$ cat src/rtl/opseq_pkg.sv
package opseq_pkg;
  typedef enum logic [2:0] {
    ST_OFF    = 3'd0,
    ST_ADDR   = 3'd1,
    ST_PARAM  = 3'd2,
    ST_XFER   = 3'd3,
    ST_NORMAL = 3'd4,
    ST_NOTRDY = 3'd5,
    ST_FAULT  = 3'd6
  } opState_t;

  typedef enum logic [1:0] {
    XK_NONE    = 2'd0,
    XK_RESTORE = 2'd1,
    XK_RECOVER = 2'd2
  } xferKind_t;

  typedef enum logic [2:0] {
    AC_DEV, AC_LOCK, AC_USEROK, AC_SAFE, AC_CFG, AC_RO
  } addrClass_t;

  // strobes from control to the flag datapath
  typedef struct packed {
    logic       setLock;
    logic       clrLock;
    logic       setUserOk;
    logic       clrUserOk;
    logic       softRst;
    logic       loadSafe;
    logic [1:0] safeVal;
    logic       armRestore;
    logic       armRecover;
    logic       xferDone;
  } seqStb_t;
endpackage

$ cat src/rtl/opseq_ctrl.sv
module opseq_ctrl
  import opseq_pkg::*;
#(
  parameter int ADDR_W = 8,
  parameter int WD_W = 3,
  parameter logic [ADDR_W-1:0] DEV_ADDR = 'h00,
  parameter logic [ADDR_W-1:0] GRP_ADDR = 'h01,
  parameter logic [ADDR_W-1:0] LOCK_ADDR = 'h02,
  parameter logic [ADDR_W-1:0] USEROK_ADDR = 'h1C,
  parameter logic [ADDR_W-1:0] SAFE_ADDR = 'h1D,
  parameter logic [ADDR_W-1:0] CFG_FIRST = 'h03,
  parameter logic [ADDR_W-1:0] CFG_LAST = 'h25
) (
  input  logic              clk,
  input  logic              rstN,
  input  logic              vccInGood,
  input  logic              vccOutGood,
  input  logic              pwmIn,
  input  logic              rdyLine,
  input  logic              fltLine,
  input  logic              secFault,
  input  logic              secRdyAck,
  input  logic              clearDone,
  input  logic              regWr,
  input  logic [ADDR_W-1:0] regAddr,
  input  logic [WD_W-1:0]   regWdata,
  input  logic              lockBit,
  input  logic              userOkBit,
  input  logic              restoreEn,
  input  logic              recoverEn,
  output opState_t          state,
  output seqStb_t           stb,
  output logic              accept
);
  opState_t stNext;
  addrClass_t cls;

  function automatic addrClass_t classify(input logic [ADDR_W-1:0] a);
    if (a == DEV_ADDR || a == GRP_ADDR) return AC_DEV;
    if (a == LOCK_ADDR) return AC_LOCK;
    if (a == USEROK_ADDR) return AC_USEROK;
    if (a == SAFE_ADDR) return AC_SAFE;
    if (a >= CFG_FIRST && a <= CFG_LAST) return AC_CFG;
    return AC_RO;
  endfunction

  assign cls = classify(regAddr);

  always_comb begin
    unique case (state)
      ST_ADDR:   accept = regWr && (cls == AC_DEV || cls == AC_LOCK);
      ST_PARAM:  accept = regWr && (cls == AC_LOCK || cls == AC_CFG ||
                                    cls == AC_USEROK || cls == AC_SAFE);
      ST_NOTRDY: accept = regWr && (cls == AC_USEROK);
      default:   accept = 1'b0;
    endcase
  end

  always_comb begin
    stNext = state;
    stb = '0;
    stb.safeVal = regWdata[2:1];
    if (!vccInGood) begin
      stNext = ST_OFF;
    end else begin
      unique case (state)
        ST_OFF: begin
          if (recoverEn && lockBit && userOkBit && vccOutGood) begin
            stNext = ST_XFER;
            stb.armRecover = 1'b1;
          end else if (pwmIn) begin
            stNext = ST_ADDR;
            stb.softRst = 1'b1;
            stb.clrLock = 1'b1;
            stb.clrUserOk = 1'b1;
          end
        end
        ST_ADDR: begin
          if (accept && cls == AC_LOCK && regWdata[0]) begin
            stb.setLock = 1'b1;
            stNext = ST_PARAM;
          end
        end
        ST_PARAM: begin
          if (accept) begin
            if (cls == AC_LOCK && !regWdata[0]) begin
              stb.clrLock = 1'b1;
              stNext = ST_ADDR;
            end else if (cls == AC_USEROK && regWdata[0]) begin
              stb.setUserOk = 1'b1;
              stNext = ST_XFER;
            end else if (cls == AC_SAFE) begin
              if (regWdata[0]) stb.softRst = 1'b1;
              else stb.loadSafe = 1'b1;
            end
          end
        end
        ST_XFER: begin
          if (vccOutGood && secRdyAck) begin
            stNext = ST_NORMAL;
            stb.xferDone = 1'b1;
          end
        end
        ST_NORMAL, ST_NOTRDY, ST_FAULT: begin
          if (!vccOutGood) begin
            if (restoreEn) begin
              stNext = ST_XFER;
              stb.armRestore = 1'b1;
            end else begin
              stNext = ST_PARAM;
              stb.softRst = 1'b1;
              stb.clrUserOk = 1'b1;
            end
          end else if (state == ST_NORMAL) begin
            if (!fltLine || secFault) stNext = ST_FAULT;
            else if (!rdyLine) stNext = ST_NOTRDY;
          end else if (state == ST_NOTRDY) begin
            if (accept && cls == AC_USEROK && !regWdata[0]) begin
              stb.clrUserOk = 1'b1;
              stNext = ST_PARAM;
            end else if (rdyLine) begin
              stNext = ST_NORMAL;
            end
          end else if (clearDone) begin
            stNext = ST_NORMAL;
          end
        end
        default: stNext = ST_OFF;
      endcase
    end
  end

  always_ff @(posedge clk or negedge rstN) begin
    if (!rstN) state <= ST_OFF;
    else state <= stNext;
  end
endmodule

$ cat src/rtl/opseq_flags.sv
module opseq_flags
  import opseq_pkg::*;
(
  input  logic    clk,
  input  logic    rstN,
  input  seqStb_t stb,
  output logic    lockBit,
  output logic    userOkBit,
  output logic    restoreEn,
  output logic    recoverEn,
  output logic    restoreOk,
  output logic    recoverOk,
  output logic    fromOut,
  output logic    defaultsPulse
);
  xferKind_t kind;

  always_ff @(posedge clk or negedge rstN) begin
    if (!rstN) begin
      lockBit <= 1'b0;
      userOkBit <= 1'b0;
      restoreEn <= 1'b0;
      recoverEn <= 1'b0;
      restoreOk <= 1'b0;
      recoverOk <= 1'b0;
      kind <= XK_NONE;
      defaultsPulse <= 1'b0;
    end else begin
      defaultsPulse <= stb.softRst;
      if (stb.setLock) lockBit <= 1'b1;
      else if (stb.clrLock) lockBit <= 1'b0;
      if (stb.setUserOk) userOkBit <= 1'b1;
      else if (stb.clrUserOk) userOkBit <= 1'b0;
      if (stb.softRst) begin
        restoreEn <= 1'b0;
        recoverEn <= 1'b0;
      end else if (stb.loadSafe) begin
        restoreEn <= stb.safeVal[0];
        recoverEn <= stb.safeVal[1];
      end
      if (stb.armRestore) kind <= XK_RESTORE;
      else if (stb.armRecover) kind <= XK_RECOVER;
      else if (stb.xferDone) begin
        if (kind == XK_RESTORE) restoreOk <= 1'b1;
        if (kind == XK_RECOVER) recoverOk <= 1'b1;
        kind <= XK_NONE;
      end
    end
  end

  assign fromOut = (kind == XK_RECOVER);
endmodule

$ cat src/rtl/drv_opstate_seq.sv
module drv_opstate_seq
  import opseq_pkg::*;
#(
  parameter int ADDR_W = 8,
  parameter int WD_W = 3
) (
  input  logic              clk,
  input  logic              rstN,
  input  logic              vccInGood,
  input  logic              vccOutGood,
  input  logic              pwmIn,
  input  logic              rdyLine,
  input  logic              fltLine,
  input  logic              secFault,
  input  logic              secRdyAck,
  input  logic              clearDone,
  input  logic              regWr,
  input  logic [ADDR_W-1:0] regAddr,
  input  logic [WD_W-1:0]   regWdata,
  output logic              regAccept,
  output logic [2:0]        opState,
  output logic              pwmEnable,
  output logic              rdyPullLow,
  output logic              permAddr,
  output logic              permLock,
  output logic              permCfg,
  output logic              permUserOk,
  output logic              xferReq,
  output logic              xferFromOut,
  output logic              cfgDefaults,
  output logic              addrLocked,
  output logic              userOk,
  output logic              restoreArmed,
  output logic              recoverArmed,
  output logic              restoreDone,
  output logic              recoverDone
);
  opState_t state;
  seqStb_t stb;

  opseq_ctrl #(.ADDR_W(ADDR_W), .WD_W(WD_W)) i_ctrl (
    .clk(clk), .rstN(rstN), .vccInGood(vccInGood), .vccOutGood(vccOutGood),
    .pwmIn(pwmIn), .rdyLine(rdyLine), .fltLine(fltLine), .secFault(secFault),
    .secRdyAck(secRdyAck), .clearDone(clearDone), .regWr(regWr),
    .regAddr(regAddr), .regWdata(regWdata), .lockBit(addrLocked),
    .userOkBit(userOk), .restoreEn(restoreArmed), .recoverEn(recoverArmed),
    .state(state), .stb(stb), .accept(regAccept)
  );

  opseq_flags i_flags (
    .clk(clk), .rstN(rstN), .stb(stb), .lockBit(addrLocked),
    .userOkBit(userOk), .restoreEn(restoreArmed), .recoverEn(recoverArmed),
    .restoreOk(restoreDone), .recoverOk(recoverDone), .fromOut(xferFromOut),
    .defaultsPulse(cfgDefaults)
  );

  assign opState = state;
  assign pwmEnable = (state == ST_NORMAL);
  assign rdyPullLow = !(state == ST_NORMAL || state == ST_FAULT);
  assign xferReq = (state == ST_XFER);
  assign permAddr = (state == ST_ADDR);
  assign permLock = (state == ST_ADDR) || (state == ST_PARAM);
  assign permCfg = (state == ST_PARAM);
  assign permUserOk = (state == ST_PARAM) || (state == ST_NOTRDY);
endmodule

$ cat config.mk
export PLATFORM = sky130hd
export DESIGN_NAME = drv_opstate_seq
export DESIGN_NICKNAME = d
export VERILOG_FILES = /design/src/rtl/opseq_pkg.sv /design/src/rtl/opseq_ctrl.sv /design/src/rtl/opseq_flags.sv /design/src/rtl/drv_opstate_seq.sv
export SDC_FILE = /design/constraint.sdc
export NUM_CORES = 1
export LEC_CHECK = 0
export ABC_AREA = 1
export CORE_MARGIN = 2
export CORE_UTILIZATION = 40
export DETAILED_ROUTE_END_ITERATION = 16
export DONT_BUFFER_PORTS = 1
export PLACE_DENSITY_LB_ADDON = 0.05
export SKIP_LAST_GASP = 1
export SLEW_MARGIN = 20
export SYNTH_ARGS = -nofsm -noshare
export SYNTH_HDL_FRONTEND = slang
export SYNTH_SLANG_ARGS = --single-unit
$ cat constraint.sdc
create_clock -name clk -period 2.3 [get_ports clk]
set_clock_uncertainty 0.2 [all_clocks]
set_input_delay 0.345 -clock clk [delete_from_list [all_inputs] [get_ports clk]]
set_output_delay 0.345 -clock clk [all_outputs]
set_load 0.01 [all_outputs]
==> flow_metrics.py <==
metrics = {
    "placement": {
        "io_buffers": 0,
        "placed_area_um2": 1217,
        "routabilityCongestion": 0.8696,
        "post-dp-hpwl_um": 2635,
    },
    "routing": {
        "wire_per_inst_um": 14.06,
        "viasPerCell": 5.332,
        "detail-route-antenna-nets": 0,
        "vias": 1189,
        "dr.pass1.iters": 4,
        "drc": 0,
        "drt-initial-drc-count": 59,
        "routed_wl_um": 3136,
    },
    "floorplanning": {
        "initial_core_util_pct": 42.38,
        "ios": 41,
        "dieArea_um2": 3397,
        "std_cell_rows": 19,
        "coreArea_um2": 2781,
        "die_x_um": 58.28,
        "die_h_um": 58.28,
    },
    "clocking": {
        "cts_tree": "built",
        "h-tree-depth": 1,
        "cts.clk_slew.worst_paths_ns": 0.08,
        "cts.sinks": 12,
        "clockRootBuffer": "clkbuf_4",
        "insertion_delay_ns": 0.27,
        "cts_buffer_depth": 2,
        "cts_buffers": 3,
    },
    "timing": {
        "finalHoldViolations": 0,
        "rsz0062_at_grt": "no",
        "fmax_mhz": 457.8,
        "setup_tns_ns": 0,
        "slew_violations": 0,
        "whs_ns": 0.01323,
        "layout_min_cycle_time_ns": 2.185,
        "finalSetupViolCount": 0,
        "period_share_pct": 94.98,
        "max-slew-margin-rel_pct": 64.04,
        "tightestPinTransition_ns": 0.5376,
    },
    "synthesis": {
        "synth-seq-area-share_pct": 25.48,
        "synth_edf_count": 0,
        "yosys_warnings": 0,
        "ys_types": 27,
        "synthTopCellsByArea": "dfrtp_1, nand2_1, inv_1",
        "yosys.cell_count.top_type": "nand2_1",
        "synth_top_area_share_pct": 25.48,
        "synth-main-ff-cell": "dfrtp_1",
        "yosysTopAreaCell": "dfrtp_1",
        "syn_area_per_cell_um2": 6.371,
        "ys_seq_elements": 12,
        "synth_nets": 207,
        "async_reset_ff_share_pct": 100.0,
        "netlist_area_um2": 1179,
        "synth_common_cells": "nand2_1, inv_1, nor2_1",
        "syn_inst": 185,
    },
    "cells_and_area": {
        "area_growth_pct": 8.387,
        "diodes": 0,
        "drive_above_1_share_pct": 22.40,
        "fill_cells": 316,
        "fin_util_pct": 45.93,
        "post-route-cell-area_um2": 1277,
        "nets": 216,
        "multi_input_area_um2": 748.2,
        "seq_area_um2": 302.8,
    },
    "worst_setup_path": {
        "critical_path_class": "reg -> out",
        "endpoint_kind": "primary output",
        "cp_max_fo": 8,
        "required_ns": 1.75,
        "critPathArrivalTime_ns": 1.64,
        "startpoint_type": "register",
    },
    "run_status": {
        "status": "complete, no violations",
    },
    "power_and_ir_drop": {
        "ir_drop_v": 0.0005362,
        "power_leakage_nw": 0.6498,
        "powerDensity_nw_per_um2": 764.8,
    },
    "global_routing": {
        "grt_max_degree": 13,
        "grt_remaining_overflow": 0,
        "grt_pass1_wl_um": 5133,
        "grt_usage_pct": 19.55,
        "antenna_found_initial": 0,
        "grt_pass1_vias": 1135,
    },
    "worst_hold_path": {
        "hold_path.class": "in -> reg",
    },
    "flow_run": {
        "drv_cap": 0,
    },
}
per-stage QoR:
stage / instances / total power [mW] / setup WS, ns
after floorplan: 185 / 0.7314 / 0.3586
after detailed placement: 217 / 0.8398 / 0.1721
after CTS: 221 / 0.9744 / 0.07442
after global placement: 217 / 0.8373 / 0.2127
final: 223 / 0.9770 / 0.1155
after global routing: 223 / 1.063 / 0.002286
report_power, final:
group	internal, mW	total, mW	switching (mW)	leakage [nW]
Sequential	0.262	0.323	0.0609	0.155
Clock	0.0605	0.126	0.0655	0.0138
Combinational	0.176	0.528	0.352	0.481
Total	0.499	0.977	0.478	0.650
final timing paths:
kind,from,endpoint,slack [ns],cells past startpoint
max in group asynchronous,rstN,i_ctrl.state[2],1.23,1
min in group asynchronous,rstN,i_ctrl.state[0],0.28,1
worst min register to register,i_flags.recoverOk,i_flags.recoverOk,0.34,1
worst max register to register,i_ctrl.state[2],i_flags.restoreEn,0.20,12
worst min-delay path,vccInGood,i_flags.kind[1],0.01,2
worst max-delay path,i_ctrl.state[2],regAccept,0.12,7
registers in the layout (all words and copies together), names as in the netlist:
signal                 flops
i_flags.defaultsPulse      1
i_flags.recoverOk          1
i_flags.restoreOk          1
i_flags.kind               2
i_flags.recoverEn          1
i_flags.lockBit            1
i_ctrl.state               3
i_flags.userOkBit          1
i_flags.restoreEn          1
critical path, stage by stage (launching register included):
cell and delay, ns:
dfrtp_2 0.49, nor2_2 0.14, nand2_2 0.13, nor2_1 0.13, nand2_1 0.07, nand3_2 0.11, nand2_2 0.10, nor2_4 0.20
cells in the final DEF (no fill, tap or decap):
| cell type | count |
|---|---|
| nand2_1 | 47 |
| a311oi_1 | 1 |
| a211oi_1 | 1 |
| clkinv_2 | 1 |
| nor2_4 | 6 |
| inv_1 | 24 |
| o21bai_1 | 1 |
| nor3_2 | 2 |
| a21oi_1 | 2 |
| a31oi_1 | 1 |
| buf_4 | 5 |
| dlygate4sd3_1 | 1 |
| clkbuf_4 | 3 |
| a22o_1 | 1 |
| nand2_2 | 6 |
| dfrtp_2 | 2 |
| nand3b_1 | 3 |
| o311ai_1 | 1 |
| a31o_2 | 1 |
| nor3_1 | 8 |
| nand3_2 | 3 |
| nand4_1 | 6 |
| o21ai_1 | 3 |
| inv_2 | 6 |
| nand3_4 | 1 |
| nor2_1 | 19 |
| a21o_1 | 1 |
| o21ai_0 | 8 |
| nand3_1 | 11 |
| nor2_2 | 7 |
| dfrtp_1 | 10 |
per-layer routing:
layer / track usage (%) / up-vias / share of wire (%)
met3: 7.143 / 2 / 7.7
met1: 23.90 / 538 / 43
met2: 32.91 / 39 / 48
li1: - / 610 / -
met5: 0 / - / 0
met4: 3.987 / 0 / 0.67
layout make-up:
| type | count | area share [%] |
|---|---|---|
| Tap cell | 31 | 3.036 |
| Multi-Input combinational cell | 140 | 58.57 |
| Clock buffer | 3 | 1.763 |
| Timing Repair Buffer | 6 | 3.722 |
| Inverter | 31 | 9.207 |
| Sequential cell | 12 | 23.70 |
cell families after synthesis:
| kind of cell | after synthesis | share of synthesized area [%] |
|---|---|---|
| DFF | 12 | 25.48 |
| AOI/OAI and AO/OA | 21 | 10.94 |
| and+or+nand+nor | 119 | 51.70 |
| buffers and inverters | 33 | 11.89 |
repair_timing:
action / in CTS / in global routing
hold buffers: 1 / 0
setup endpoints to repair: 0 / 2
endpoints found under the hold margin: 12 / 0
gates resized for setup: 0 / 4
buffers inserted: 0 / 2
(Power assumes the default switching activity.)
